[config.mk]
export PLATFORM = sky130hd
export DESIGN_NAME = alu_ctl_decoder
export DESIGN_NICKNAME = d
export VERILOG_FILES = /design/src/rtl/alu_ctl_pkg.sv /design/src/rtl/alu_ctl_terms.sv /design/src/rtl/alu_ctl_hold.sv /design/src/rtl/alu_ctl_decoder.sv
export SDC_FILE = /design/constraint.sdc
export NUM_CORES = 1
export LEC_CHECK = 0
export BUFFER_PORTS_ARGS = -buffer_cell sky130_fd_sc_hd__buf_2
export CAP_MARGIN = 20
export CORE_AREA = 8 8 45 47
export DETAILED_ROUTE_END_ITERATION = 10
export DIE_AREA = 0 0 53 55
export PLACE_DENSITY = 0.65
export SYNTH_ARGS = -nofsm -noshare
export SYNTH_HDL_FRONTEND = slang
export SYNTH_SLANG_ARGS = --single-unit
[constraint.sdc]
create_clock -name clk -period 0.9 [get_ports clk]
set_input_delay 0.045 -clock clk [delete_from_list [all_inputs] [get_ports clk]]
set_output_delay 0.045 -clock clk [all_outputs]
set_load 0.05 [all_outputs]
[src/rtl/alu_ctl_pkg.sv]
package alu_ctl_pkg;

   localparam int CTRL_N = 5;

   // bit positions in the packed control vector {pass, neg, orxor, ropmux, arith}
   localparam int IX_PASS   = 4;
   localparam int IX_NEG    = 3;
   localparam int IX_ORXOR  = 2;
   localparam int IX_ROPMUX = 1;
   localparam int IX_ARITH  = 0;

   typedef enum logic [3:0] {
      FN_AND  = 4'h0,
      FN_OR   = 4'h1,
      FN_XOR  = 4'h2,
      FN_ANDN = 4'h3,
      FN_CMPU = 4'h4,
      FN_CMPS = 4'h5,
      FN_SUB  = 4'h6,
      FN_ADD  = 4'h7,
      FN_SET  = 4'h8
   } alu_fn_e;

   localparam logic [3:0] FN_LAST = 4'h8;

   // speed-style equations, the reference every stored value must agree with
   function automatic logic [CTRL_N-1:0] fast_decode(input logic [3:0] f);
      logic [CTRL_N-1:0] v;
      v[IX_PASS]   = f[3];
      v[IX_NEG]    = (f[1] & f[0]) ^ f[2];
      v[IX_ORXOR]  = ~(f[3] | f[2] | f[1]);
      v[IX_ROPMUX] = f[1] ^ f[0];
      v[IX_ARITH]  = f[2];
      return v;
   endfunction

endpackage

[src/rtl/alu_ctl_terms.sv]
module alu_ctl_terms
   import alu_ctl_pkg::*;
#(
   parameter int FUNC_W = 4
)(
   input  logic [FUNC_W-1:0] func,
   input  logic              turbo,
   output logic [CTRL_N-1:0] set_v,
   output logic [CTRL_N-1:0] clr_v
);

   if (FUNC_W != 4) begin : g_bad_width
      $error("alu_ctl_terms: FUNC_W must be 4");
   end

   logic              known;
   logic [CTRL_N-1:0] fast_v;
   logic [CTRL_N-1:0] eco_set;
   logic [CTRL_N-1:0] eco_clr;
   logic [CTRL_N-1:0] trb_set;
   logic [CTRL_N-1:0] trb_clr;
   alu_fn_e           fn;

   assign known  = (func <= FN_LAST);
   assign fn     = alu_fn_e'(func);
   assign fast_v = fast_decode(func);

   // hold-style terms: a line is named only where its value matters
   always_comb begin
      eco_set = '0;
      eco_clr = '0;
      unique case (func)
         FN_AND: begin
            eco_clr[IX_PASS]   = 1'b1;
            eco_clr[IX_NEG]    = 1'b1;
            eco_clr[IX_ROPMUX] = 1'b1;
            eco_clr[IX_ARITH]  = 1'b1;
         end
         FN_OR: begin
            eco_clr[IX_NEG]    = 1'b1;
            eco_set[IX_ORXOR]  = 1'b1;
            eco_set[IX_ROPMUX] = 1'b1;
            eco_clr[IX_ARITH]  = 1'b1;
         end
         FN_XOR: begin
            eco_clr[IX_NEG]    = 1'b1;
            eco_clr[IX_ORXOR]  = 1'b1;
            eco_set[IX_ROPMUX] = 1'b1;
            eco_clr[IX_ARITH]  = 1'b1;
         end
         FN_ANDN: begin
            eco_clr[IX_PASS]   = 1'b1;
            eco_set[IX_NEG]    = 1'b1;
            eco_clr[IX_ROPMUX] = 1'b1;
            eco_clr[IX_ARITH]  = 1'b1;
         end
         FN_CMPU, FN_CMPS, FN_SUB: begin
            eco_set[IX_NEG]    = 1'b1;
            eco_clr[IX_ORXOR]  = 1'b1;
            eco_set[IX_ARITH]  = 1'b1;
         end
         FN_ADD: begin
            eco_clr[IX_NEG]    = 1'b1;
            eco_clr[IX_ORXOR]  = 1'b1;
            eco_set[IX_ARITH]  = 1'b1;
         end
         FN_SET: begin
            eco_set[IX_PASS]   = 1'b1;
            eco_clr[IX_NEG]    = 1'b1;
            eco_clr[IX_ROPMUX] = 1'b1;
            eco_clr[IX_ARITH]  = 1'b1;
         end
         default: ;
      endcase
   end

   // turbo terms: every line written on every defined code
   assign trb_set = {CTRL_N{known}} & fast_v;
   assign trb_clr = {CTRL_N{known}} & ~fast_v;

   assign set_v = turbo ? trb_set : eco_set;
   assign clr_v = turbo ? trb_clr : eco_clr;

   logic unused_fn;
   assign unused_fn = ^fn;

endmodule

[src/rtl/alu_ctl_hold.sv]
module alu_ctl_hold #(
   parameter int          N        = 5,
   parameter logic [N-1:0] RST_VAL = '0,
   parameter bit          SET_WINS = 1'b1
)(
   input  logic         clk,
   input  logic         rst_n,
   input  logic         en,
   input  logic [N-1:0] set_v,
   input  logic [N-1:0] clr_v,
   output logic [N-1:0] q
);

   if (N < 1) begin : g_bad_n
      $error("alu_ctl_hold: N must be at least 1");
   end

   for (genvar i = 0; i < N; i++) begin : g_cell
      if (SET_WINS) begin : g_set_first
         always_ff @(posedge clk or negedge rst_n) begin
            if (!rst_n)                q[i] <= RST_VAL[i];
            else if (en && set_v[i])   q[i] <= 1'b1;
            else if (en && clr_v[i])   q[i] <= 1'b0;
         end
      end else begin : g_clr_first
         always_ff @(posedge clk or negedge rst_n) begin
            if (!rst_n)                q[i] <= RST_VAL[i];
            else if (en && clr_v[i])   q[i] <= 1'b0;
            else if (en && set_v[i])   q[i] <= 1'b1;
         end
      end
   end

endmodule

[src/rtl/alu_ctl_decoder.sv]
module alu_ctl_decoder
   import alu_ctl_pkg::*;
#(
   parameter int               FUNC_W   = 4,
   parameter logic [CTRL_N-1:0] RST_VAL = '0,
   parameter bit               SET_WINS = 1'b1
)(
   input  logic              clk,
   input  logic              rst_n,
   input  logic              instr_en,
   input  logic              turbo,
   input  logic [FUNC_W-1:0] func,
   output logic              pass_o,
   output logic              neg_o,
   output logic              orxor_o,
   output logic              ropmux_o,
   output logic              arith_o
);

   if (FUNC_W != 4) begin : g_bad_width
      $error("alu_ctl_decoder: FUNC_W must be 4");
   end

   logic [CTRL_N-1:0] set_v;
   logic [CTRL_N-1:0] clr_v;
   logic [CTRL_N-1:0] ctl_q;

   alu_ctl_terms #(.FUNC_W(FUNC_W)) u_terms (
      .func  (func),
      .turbo (turbo),
      .set_v (set_v),
      .clr_v (clr_v)
   );

   alu_ctl_hold #(.N(CTRL_N), .RST_VAL(RST_VAL), .SET_WINS(SET_WINS)) u_hold (
      .clk   (clk),
      .rst_n (rst_n),
      .en    (instr_en),
      .set_v (set_v),
      .clr_v (clr_v),
      .q     (ctl_q)
   );

   assign pass_o   = ctl_q[IX_PASS];
   assign neg_o    = ctl_q[IX_NEG];
   assign orxor_o  = ctl_q[IX_ORXOR];
   assign ropmux_o = ctl_q[IX_ROPMUX];
   assign arith_o  = ctl_q[IX_ARITH];

endmodule

==> results.md <==
- For this run, the total global-route usage over all layers was measured as approximately a tenth.
- For this run, the share of the core covered by cells in the final layout is a little over three fifths.
- For this run, the detailed router's first-pass iteration total came to 3.
- By count the netlist is led by sky130_fd_sc_hd__ha_1 (6), sky130_fd_sc_hd__dfrtp_1 (5), sky130_fd_sc_hd__nor2_1 (5).
- Per report_power, the sequential group accounts for 27.9% of the total.
- The startpoint type of the worst setup path is an input pin.
- Global routing consumed, on the met2 layer, between 10% and 20% of the routing resources.
- The residual antenna-violating net count after detailed routing is 0.
- The critical path contains buffers and inverters numbering 4 combined.
- The maximum count of clock buffers along a single path is 2.
- The checks that failed: setup timing.
- For this run, global-route usage on met1 was measured as 9.65%.
- After global routing the overflow that remains totals 0.
- After detailed routing, the number of remaining DRC violations is 0.
- The region available for standard cell placement spans 1380 sq um.
- Traced cell by cell, the critical path runs through buf_12, inv_8, buf_4, ha_4, buf_4, nor4_4, o21ai_1, o2bb2a_4.
- The final count of pins violating max slew is 0.
- The peak per-stage delay on the critical path is approximately 0.24 ns.
- The number of port buffers is 12.
- The clock latency on the worst-skew pair is between 0.2 and 0.25 ns.
- The number of levels the H-tree was split into is 1.
- Summed over all nets, the half-perimeter wirelength after detailed placement is 1.01 mm.
- The final-stage net count is 100.
- The final non-filler cell area is roughly 900 sq um.
- By area the synthesized netlist is led by sky130_fd_sc_hd__dfrtp_1 (25%), sky130_fd_sc_hd__ha_1 (15%), sky130_fd_sc_hd__o211ai_1 (5.9%).
- met2 is the most crowded layer.
- The cell count after synthesis came out at 57.
- The number of cells after detailed placement is 93.
- The worst register-to-register path has a depth of 2.
- The cell type group with the largest total delay on the critical path is buffers and inverters.
- The worst pin sits at a relative slew slack of roughly 82%.
- TritonCTS built the clock tree.
- 13 I/O pins were placed.
- The initial antenna violation count is 0.
- The largest registers in the layout are u_hold.q x5.
- The critical path class is in -> reg.
- The required time at the endpoint of the critical path is 1.08 ns.
- Each instance of the synthesized netlist takes up on average between 8 and 9 sq um.
- The first global-routing pass estimated 2.25 mm of wire.
- The share of synthesized area occupied by flip-flops and latches is between 20% and 30%.
- The slew at the pin closest to its max-slew limit is between 0.2 and 0.3 ns.
- The part of the power in combinational logic is 47.1%.
- The total of endpoints with negative setup slack in the final report is 4.
- The net switching power is approximately 0.36 mW.
- The width of the die is ~53 um.
- The die is ~55 um tall.
- The number of global-route vias before repair was roughly 540.
- The register name with the most flops is u_hold.q.
- The tightest min-delay check is of the in -> reg type.
- The internal power of the cells is 0.637 mW.
- The cell area after placement is roughly 700 sq um.
- The clock network accounts for 25.0% of the total power.
- The floorplan has 14 rows.
- In this run the cell area of the synthesized design comes to a little over 500 sq um.
- The met3 layer usage reported by global route is 2.94%.
- Compared with the post-synthesis result, the final layout area differs by 71.3%.
- Dividing total power by cell area gives a power density of about 1100 nW/um^2.
- The endpoint identified for the worst register-to-register timing path is u_hold.q[0]$_DFFE_PN0P_.
- Along the worst path, the maximum fanout reaches 5.
- The largest net degree at the start of global routing is 10.
- The ratio of routed vias to standard cells is about 5.2.
- For this configuration, the core starts out at a cell density of 36.9%.
- The most used flip-flop cell after synthesis is sky130_fd_sc_hd__dfrtp_1.
- Yosys printed 0 warnings.
- For this design the static power due to leakage is roughly 0.37 nW.
- Counting flops and latches in the post-synthesis netlist gives 5.
- For this block, the initial DRC count from the detailed router was 1.
- The share of synthesized area in the top cell type comes to roughly a quarter.
- The critical path data arrival time is between 1 and 1.5 ns.
- Wires add up to approximately 1.4 mm.
- The biggest area contributor in the post-synthesis netlist is sky130_fd_sc_hd__dfrtp_1.
- The CTS clock-pin slew for the worst setup and hold paths is 0.04 ns.
- The register with the most flip-flops in the layout has 5 of them.
- The tree is rooted in a sky130_fd_sc_hd__clkbuf_4.
- The final critical path takes up 108% of the cycle.
- The hold violation count in the final report is 0.
- The net count after synthesis is between 70 and 80.
- The capturing instance or port of the critical path is u_hold.q[0]$_DFFE_PN0P_.
- Net switching is 36.2% of the power.
- The area of combinational cells with multiple inputs is between 400 and 500 sq um.
- VDD sags by at most 356 uV.
- Clock tree synthesis found a total of 5 sinks.
- The cell with the most instances after synthesis is sky130_fd_sc_hd__ha_1.
- The minimum clock period is a little under 1 ns.
- The number of diodes is 0.
- In the final routed layout, each cell accounts on average for 13.5 um.
- The number of maximum-capacitance constraint violations is 0.
- The most critical setup path has its startpoint at func[0].
- The congestion estimate from routability-driven global placement came to roughly 0.8.
- The slowest stage cell on the critical path is sky130_fd_sc_hd__nor4_4.
- Setup slack on the critical path of the routed design comes to -0.0763 ns.
- Across the whole layout, storage elements account for about 130 sq um.
- Clock skew on the completed layout was measured at 0 ns.
- The number of filler instances in the final layout is approximately 120.
- The count of cells in the finished layout, fillers not included, comes to ~100.
- The most numerous cell on the critical path is sky130_fd_sc_hd__buf_4.
- STA classifies the critical path endpoint as a flop.
- In this run the number of cells on the critical path is 8.
- The run finished, with violations left.
- The setup check on the worst reg-to-reg path leaves a slack of about 0.11 ns.
- The post-synthesis cell type count is 29.
- The die covers 2920 sq um.
- Hold is met by roughly 0.15 ns.
- The detailed-route via count is around 520.
- Based on the critical path, the design can be clocked at up to approximately 1000 MHz.
- The TritonCTS buffer count is 3.
- Yosys mapped a number of flops with a built-in enable equal to 0.
- Setup repair after global routing could not meet its margin everywhere.
- The start of the worst register-to-register path is u_hold.q[0]$_DFFE_PN0P_.
- The proportion of synthesized flip-flops having asynchronous set or reset is between 90% and 100%.
- The fraction of layout instances using a drive strength above 1 is between 50 and 60%.
- The total power is approximately 1 mW.
## through the flow
stage | setup slack, ns | TNS (ns)
detailed placement | -0.523 | -2.21
CTS | -0.0679 | -0.114
global route | -0.128 | -0.399
floorplan | -0.245 | -0.550
global placement | -0.496 | -2.13
finish | -0.0763 | -0.138
## final cells by class
| class | instances | share of cell area, % |
|---|---|---|
| inverter | 4 | 4.01 |
| timing repair buffer | 26 | 25.8 |
| tap | 16 | 2.29 |
| sequential | 5 | 14.6 |
| clock buffer | 4 | 3.00 |
| multi-input combinational | 46 | 50.4 |
## cells by family (layout without fill, tap and decap cells)
family	after synthesis	after routing	synth area share (%)
multiplexers	1	1	2.21
AO/OA/AOI/OAI	19	19	27.5
flip-flops	5	5	24.5
adder cells (fa/ha/maj)	6	6	14.7
AND/OR/NAND/NOR	20	20	24.5
buffers and inverters	6	34	6.62
## power by group through the flow
stage | Clock [mW] | Combinational [mW] | Sequential (mW)
2_1_floorplan | 0 | 0.157 | 0.377
3_3_place_gp | 0 | 0.373 | 0.275
3_5_place_dp | 0 | 0.377 | 0.277
4_1_cts | 0.264 | 0.441 | 0.275
5_1_grt | 0.283 | 0.505 | 0.284
6_report | 0.250 | 0.470 | 0.278
## layout by cell type (no fill, tap or decap), types with 2 or more instances in the layout
cell type                  count
sky130_fd_sc_hd__buf_4        14
sky130_fd_sc_hd__nor2_1        5
sky130_fd_sc_hd__buf_2         5
sky130_fd_sc_hd__o211ai_1      4
sky130_fd_sc_hd__ha_4          4
sky130_fd_sc_hd__buf_6         4
sky130_fd_sc_hd__nand2_1       3
sky130_fd_sc_hd__o21ai_1       3
sky130_fd_sc_hd__clkbuf_4      3
sky130_fd_sc_hd__dfrtp_1       3
sky130_fd_sc_hd__inv_1         2
sky130_fd_sc_hd__or3_4         2
sky130_fd_sc_hd__a31oi_1       2
sky130_fd_sc_hd__nor3_2        2
sky130_fd_sc_hd__a21oi_1       2
sky130_fd_sc_hd__buf_12        2
sky130_fd_sc_hd__dfrtp_2       2
## worst register-to-register path: stages (launching register included)
cell	delay [ns]
sky130_fd_sc_hd__dfrtp_1	0.41
sky130_fd_sc_hd__o21ai_1	0.11
sky130_fd_sc_hd__o2bb2a_4	0.17
## repair_timing
| item | CTS | global route |
|---|---|---|
| hold buffers | 1 | 0 |
| hold endpoints to repair | 5 | 0 |
| endpoints found under the setup margin | 9 | 8 |
| gates resized for setup | 23 | 10 |
| buffers inserted | 2 | 1 |
| pin swaps | 10 | 5 |
## metal layers
| layer | vias up | part of all wire [%] |
|---|---|---|
| met1 | 241 | 36 |
| li1 | 265 | - |
| met4 | 0 | 2.4 |
| met2 | 11 | 54 |
| met3 | 4 | 7.0 |
| met5 | - | 0 |
## worst min path at each step
stage / start / to / slack, ns / cells after the start
floorplan: rst_n / u_hold.q[0]$_DFFE_PN0P_ / -0.25 / 0
global placement: rst_n / u_hold.q[0]$_DFFE_PN0P_ / -0.14 / 1
detailed placement: rst_n / u_hold.q[0]$_DFFE_PN0P_ / -0.14 / 1
CTS: rst_n / u_hold.q[0]$_DFFE_PN0P_ / 0.14 / 2
global route: instr_en / u_hold.q[3]$_DFFE_PN0P_ / 0.16 / 3
finish: instr_en / u_hold.q[3]$_DFFE_PN0P_ / 0.15 / 3
No activity file was read; power rests on OpenSTA's default activity.
